[src/rtl/ilv_seq_pkg.sv]
package ilv_seq_pkg;

    typedef struct packed {
        logic refz;
        logic az;
        logic cal;
        logic smp;
        logic sar;
        logic xfer;
    } strobe_t;

    localparam int SLOT_REFZ = 0;
    localparam int SLOT_AZ   = 1;
    localparam int SLOT_CAL  = 2;
    localparam int SLOT_SMP  = 3;
    localparam int SLOT_SAR0 = 4;

endpackage

[src/rtl/ilv_phase_ctr.sv]
module ilv_phase_ctr #(
    parameter int CNT_W = 4
) (
    input  logic             clk,
    input  logic             rst,
    output logic [CNT_W-1:0] cnt_o
);

    typedef struct packed {
        logic [CNT_W-1:0] cnt;
    } ctr_t;

    ctr_t state_d, state_q;

    always_comb begin
        state_d     = state_q;
        state_d.cnt = state_q.cnt + 1'b1;
    end

    always_ff @(posedge clk) begin
        if (rst) begin
            state_q <= '0;
        end else begin
            state_q <= state_d;
        end
    end

    assign cnt_o = state_q.cnt;

    AST_CNT_WRAP: assert property (@(posedge clk) disable iff (rst)
        (state_q.cnt == '1) |=> (state_q.cnt == '0));

endmodule

[src/rtl/ilv_slice_dec.sv]
module ilv_slice_dec
    import ilv_seq_pkg::*;
#(
    parameter int CNT_W = 4,
    parameter int SLICE = 0,
    localparam int PROG_LEN = 1 << CNT_W,
    localparam int SAR_BITS = PROG_LEN - 5,
    localparam int BIT_W    = $clog2(SAR_BITS)
) (
    input  logic             clk,
    input  logic             rst,
    input  logic [CNT_W-1:0] cnt_i,
    output strobe_t          stb_o,
    output logic [BIT_W-1:0] bit_o
);

    localparam logic [CNT_W-1:0] OFS       = CNT_W'(SLICE);
    localparam logic [CNT_W-1:0] LAST_SAR  = CNT_W'(SLOT_SAR0 + SAR_BITS - 1);
    localparam logic [CNT_W-1:0] FIRST_SAR = CNT_W'(SLOT_SAR0);
    localparam logic [CNT_W-1:0] XFER_SLOT = CNT_W'(PROG_LEN - 1);

    logic [CNT_W-1:0] local_ph;
    logic [CNT_W-1:0] bit_wide;
    strobe_t          stb_d;
    logic [BIT_W-1:0] bit_d;

    always_comb begin
        local_ph = cnt_i - OFS;
        bit_wide = LAST_SAR - local_ph;
        stb_d    = '0;
        bit_d    = '0;
        if (local_ph == CNT_W'(SLOT_REFZ)) begin
            stb_d.refz = 1'b1;
        end else if (local_ph == CNT_W'(SLOT_AZ)) begin
            stb_d.az = 1'b1;
        end else if (local_ph == CNT_W'(SLOT_CAL)) begin
            stb_d.cal = 1'b1;
        end else if (local_ph == CNT_W'(SLOT_SMP)) begin
            stb_d.smp = 1'b1;
        end else if (local_ph >= FIRST_SAR && local_ph <= LAST_SAR) begin
            stb_d.sar = 1'b1;
            bit_d     = bit_wide[BIT_W-1:0];
        end else if (local_ph == XFER_SLOT) begin
            stb_d.xfer = 1'b1;
        end
    end

    assign stb_o = stb_d;
    assign bit_o = bit_d;

    AST_ONE_SLOT: assert property (@(posedge clk) disable iff (rst)
        $countones(stb_o) == 1);
    AST_REFZ_TO_AZ: assert property (@(posedge clk) disable iff (rst)
        stb_o.refz |=> stb_o.az);
    AST_AZ_TO_CAL: assert property (@(posedge clk) disable iff (rst)
        stb_o.az |=> stb_o.cal);
    AST_CAL_TO_SMP: assert property (@(posedge clk) disable iff (rst)
        stb_o.cal |=> stb_o.smp);
    AST_SMP_TO_MSB: assert property (@(posedge clk) disable iff (rst)
        stb_o.smp |=> (stb_o.sar && bit_o == BIT_W'(SAR_BITS - 1)));
    AST_SAR_COUNTDOWN: assert property (@(posedge clk) disable iff (rst)
        (stb_o.sar && bit_o != '0) |=> (stb_o.sar && bit_o == BIT_W'($past(bit_o) - 1'b1)));
    AST_IDLE_BIT_ZERO: assert property (@(posedge clk) disable iff (rst)
        !stb_o.sar |-> (bit_o == '0));
    AST_LSB_TO_XFER: assert property (@(posedge clk) disable iff (rst)
        (stb_o.sar && bit_o == '0) |=> stb_o.xfer);
    AST_XFER_TO_REFZ: assert property (@(posedge clk) disable iff (rst)
        stb_o.xfer |=> stb_o.refz);

endmodule

[src/rtl/ilv_onehot_enc.sv]
module ilv_onehot_enc #(
    parameter int CNT_W = 4,
    localparam int N = 1 << CNT_W
) (
    input  logic [N-1:0]     hot_i,
    output logic [CNT_W-1:0] idx_o
);

    always_comb begin
        idx_o = '0;
        for (int i = 0; i < N; i++) begin
            if (hot_i[i]) begin
                idx_o = idx_o | CNT_W'(i);
            end
        end
    end

endmodule

[src/rtl/ilv_phase_seq.sv]
module ilv_phase_seq
    import ilv_seq_pkg::*;
#(
    parameter int CNT_W = 4,
    localparam int NSL   = 1 << CNT_W,
    localparam int BIT_W = $clog2(NSL - 5)
) (
    input  logic                       clk,
    input  logic                       rst,
    output logic [NSL-1:0]             refz_o,
    output logic [NSL-1:0]             az_o,
    output logic [NSL-1:0]             cal_o,
    output logic [NSL-1:0]             smp_o,
    output logic [NSL-1:0]             sar_o,
    output logic [NSL-1:0][BIT_W-1:0]  sar_bit_o,
    output logic [NSL-1:0]             xfer_o,
    output logic [CNT_W-1:0]           mux_sel_o
);

    logic [CNT_W-1:0] cnt_q;
    strobe_t [NSL-1:0] stb;

    ilv_phase_ctr #(.CNT_W(CNT_W)) i_ctr (
        .clk   (clk),
        .rst   (rst),
        .cnt_o (cnt_q)
    );

    for (genvar k = 0; k < NSL; k++) begin : g_slice
        ilv_slice_dec #(.CNT_W(CNT_W), .SLICE(k)) i_dec (
            .clk   (clk),
            .rst   (rst),
            .cnt_i (cnt_q),
            .stb_o (stb[k]),
            .bit_o (sar_bit_o[k])
        );
        assign refz_o[k] = stb[k].refz;
        assign az_o[k]   = stb[k].az;
        assign cal_o[k]  = stb[k].cal;
        assign smp_o[k]  = stb[k].smp;
        assign sar_o[k]  = stb[k].sar;
        assign xfer_o[k] = stb[k].xfer;

        AST_SMP_HANDOFF: assert property (@(posedge clk) disable iff (rst)
            smp_o[k] |=> smp_o[(k + 1) % NSL]);
    end

    ilv_onehot_enc #(.CNT_W(CNT_W)) i_enc (
        .hot_i (xfer_o),
        .idx_o (mux_sel_o)
    );

    AST_ONE_SAMPLER: assert property (@(posedge clk) disable iff (rst)
        $countones(smp_o) == 1);
    AST_MUX_ON_XFER: assert property (@(posedge clk) disable iff (rst)
        xfer_o[mux_sel_o]);

endmodule

[config.mk]
export PLATFORM = sky130hd
export DESIGN_NAME = ilv_phase_seq
export DESIGN_NICKNAME = d
export VERILOG_FILES = /design/src/rtl/ilv_seq_pkg.sv /design/src/rtl/ilv_phase_ctr.sv /design/src/rtl/ilv_slice_dec.sv /design/src/rtl/ilv_onehot_enc.sv /design/src/rtl/ilv_phase_seq.sv
export SDC_FILE = /design/constraint.sdc
export NUM_CORES = 1
export LEC_CHECK = 0
export CORE_UTILIZATION = 37
export DETAILED_ROUTE_END_ITERATION = 8
export PLACE_DENSITY_LB_ADDON = 0.12
export SLEW_MARGIN = 20
export SYNTH_ARGS = -nofsm -noshare
export SYNTH_HDL_FRONTEND = slang
export SYNTH_SLANG_ARGS = --single-unit
export TNS_END_PERCENT = 10
[constraint.sdc]
create_clock -name clk -period 6.25 [get_ports clk]
set_input_delay 1.25 -clock clk [delete_from_list [all_inputs] [get_ports clk]]
set_output_delay 1.25 -clock clk [all_outputs]
set_load 0.03 [all_outputs]
==> results_dict.tcl <==
set metrics [dict create \
    ys_top_cells_by_count "nor2_1 (101), nand2_1 (38), ha_1 (22)" \
    worstPathRequired_ns 5.00 \
    routed_wl_mm 8.63 \
    die_area_mm2 0.00584 \
    relSlewSlack_pct 38.4 \
    period_minus_slack_ns 5.07 \
    cp-end-kind "output pin" \
    cts_buffers 3 \
    cpMaxStageDelayCell "xor2_1" \
    synth.most_common_cell "nor2_1" \
    drv_cap 0 \
    grt_pass1_wl_mm 14.0 \
    max_freq_mhz 197 \
    power.density_mw_per_mm2 196 \
    post_cts_buffers 0 \
    dp.final_hpwl_mm 6.74 \
    clkSinkCount 4 \
    synth_seq_area_share_pct 3.91 \
    vias 3004 \
    initial_core_util_pct 39.4 \
    cts_resized 0 \
    yosys_warnings 0 \
    worst_ep_arrival_time_ns 3.82 \
    clk_path_buf_depth 2 \
    final_nets 531 \
    grt_use_total_pct 28.6 \
    synth_area_leader_cell "nor2_1" \
    stdcell_area_mm2 0.00376 \
    r2r_cells 3 \
    tritoncts "yes" \
    die_w_um 76.4 \
    tns_ns 0 \
    viasPerCell 5.22 \
    leakagePower_nw 1.54 \
    synth_nets 377 \
    synth_fa_ha_area_share_pct 13.4 \
    fin_skew_ns 0.000187 \
    clock_latency_ns 0.22 \
    min_path_type "reg2reg" \
    io_buffers 165 \
    dpl-instance-area_mm2 0.00372 \
    largest_reg_flops 4 \
    synth_cell_type_count 39 \
    antenna_cells 0 \
    row_count 26 \
    crit_buf_inv 3 \
    core-area_mm2 0.00520 \
    cp-start-kind "register" \
    period_share_pct 81.2 \
    holdBufCountCts 0 \
    synthXorXnorAreaFrac_pct 10.6 \
    multiInputGateArea_mm2 0.00180 \
    peakVddDrop_mv 0.163 \
    path_cells "buf_4 > inv_1 > ha_1 > xor2_1 > nand2_1 > mux2i_1 > nor2_1 > clkdlybuf4s50_1" \
    syn_to_final_growth_pct 83.6 \
    ys_ff_latch 4 \
    setup_viol_count_final 0 \
    async_reset_ff_share_pct 0 \
    synth_edf_count 0 \
    antenna_left 0 \
    outcome "finished, final reports clean" \
    synth.area.mux_share_pct 4.88 \
    grt_overflow 0 \
    dr.pass1.iters 5 \
    rsz0062_at_grt "no" \
    antenna_found_initial 0 \
    syn_area_per_cell_um2 5.81 \
    critical-path-max-stage-delay_ns 0.71 \
    ys.flop_type "dfxtp_1" \
    synthCells 353 \
    globalplace.congestion 0.997 \
    drt_iter0_drc 209 \
    seq_area_um2 80.1 \
    synth_top_family_by_area "simple AND/OR/NAND/NOR gates" \
    crit_fanout 18 \
    root_buffer "clkbuf_8" \
    drive_gt1_share_pct 2.38 \
    grt_pass1_vias 2867 \
    fp.dieH_um 76.4 \
    grt_max_degree 25 \
    synthTopCellsByArea "nor2_1 (18%), ha_1 (13%), xnor2_1 (8.1%), nand2_1 (7.0%), and2_1 (5.5%)" \
    critical_path_class "reg2out" \
    worst_slew_pin_slew_ns 0.920 \
    synth-compound-area-share_pct 8.36 \
    clkSlewWorstSetupHoldPaths_ns 0.03 \
    fillers 455 \
    wl_per_cell_um 15.0 \
    drv_slew 0 \
    netlist_area_mm2 0.00205 \
    cp.depth 8 \
    cp_top_family "buffers and inverters" \
    drc 0 \
    yosys.area_share.simple_pct 50.5 \
    yosys.area.top_type_share_pct 18.5 \
    post-place-ws_ns 1.41 \
    io_pins 166 \
    whs_path_depth 1 \
    setup_slack_ns 1.18 \
    htree_levels 1 \
    final-hold-violation-count 0 \
]
-- worst paths after layout --
kind / startpoint / to / slack [ns]
max: i_ctr.cnt_o[0]$_SDFF_PP0_ / sar_bit_o[37] / 1.18
min: i_ctr.cnt_o[0]$_SDFF_PP0_ / i_ctr.cnt_o[0]$_SDFF_PP0_ / 0.60
max reg2reg: i_ctr.cnt_o[3]$_SDFF_PP0_ / i_ctr.cnt_o[3]$_SDFF_PP0_ / 4.07
min reg2reg: i_ctr.cnt_o[0]$_SDFF_PP0_ / i_ctr.cnt_o[0]$_SDFF_PP0_ / 0.60
-- metal layers --
layer	vias to the layer above	wire, um	GRT usage [%]
met5	-	0	0
li1	1449	-	-
met1	1406	3630	33.9
met3	20	538	3.23
met4	0	212	8.85
met2	129	4250	53.2
-- worst register-to-register path: stages (launching register included) --
cell and delay [ns]:
dfxtp_1 0.87, inv_2 0.34, xnor2_1 0.74, nor2_1 0.08
-- kinds of logic after synthesis --
logic type	after synthesis
xor gates and xnor gates	24
buffers and inverters	41
DFF	4
AOI/OAI and AO/OA	27
muxes	10
adders and majority gates	22
and+or+nand+nor	225
-- cells in the final DEF (no fill, tap or decap), drive strengths merged, types with 2 or more instances in the layout --
cell type,n
a221o,2
o21ai,5
clkdlybuf4s50,165
a21oi,10
and2,18
clkbuf,3
inv,22
mux2i,10
dfxtp,4
xnor2,19
nor3,20
nand3,11
nand3b,2
or2,2
o22ai,3
a31oi,2
nand2,38
ha,22
nor2b,10
xor2,5
and3,10
buf,2
nand2b,8
nor2,101
-- power by group --
part	internal, mW	switching [mW]	leakage, nW
clock	0.0412	0.0148	0.0216
sequential	0.0274	0.00446	0.0329
combinational	0.241	0.407	1.48
-- metrics by stage --
stage               hold slack, ns  utilization (%)  power [mW]  cells
finish                       0.603             72.3       0.736    575
CTS                          0.603             72.3       0.735    575
global route                 0.644             72.3       0.776    575
floorplan                    0.813                -       0.433    353
detailed placement           0.597             71.5       0.677    572
global placement             0.572             71.5       0.672    572
-- final cells by class --
cell class,instances,area share (%)
Clock buffer,3,1.10
Inverter,23,2.29
Multi-Input combinational cell,308,47.9
Sequential cell,4,2.13
Tap cell,70,2.33
Timing Repair Buffer,167,44.3
Power figures use the tool's default switching activity.
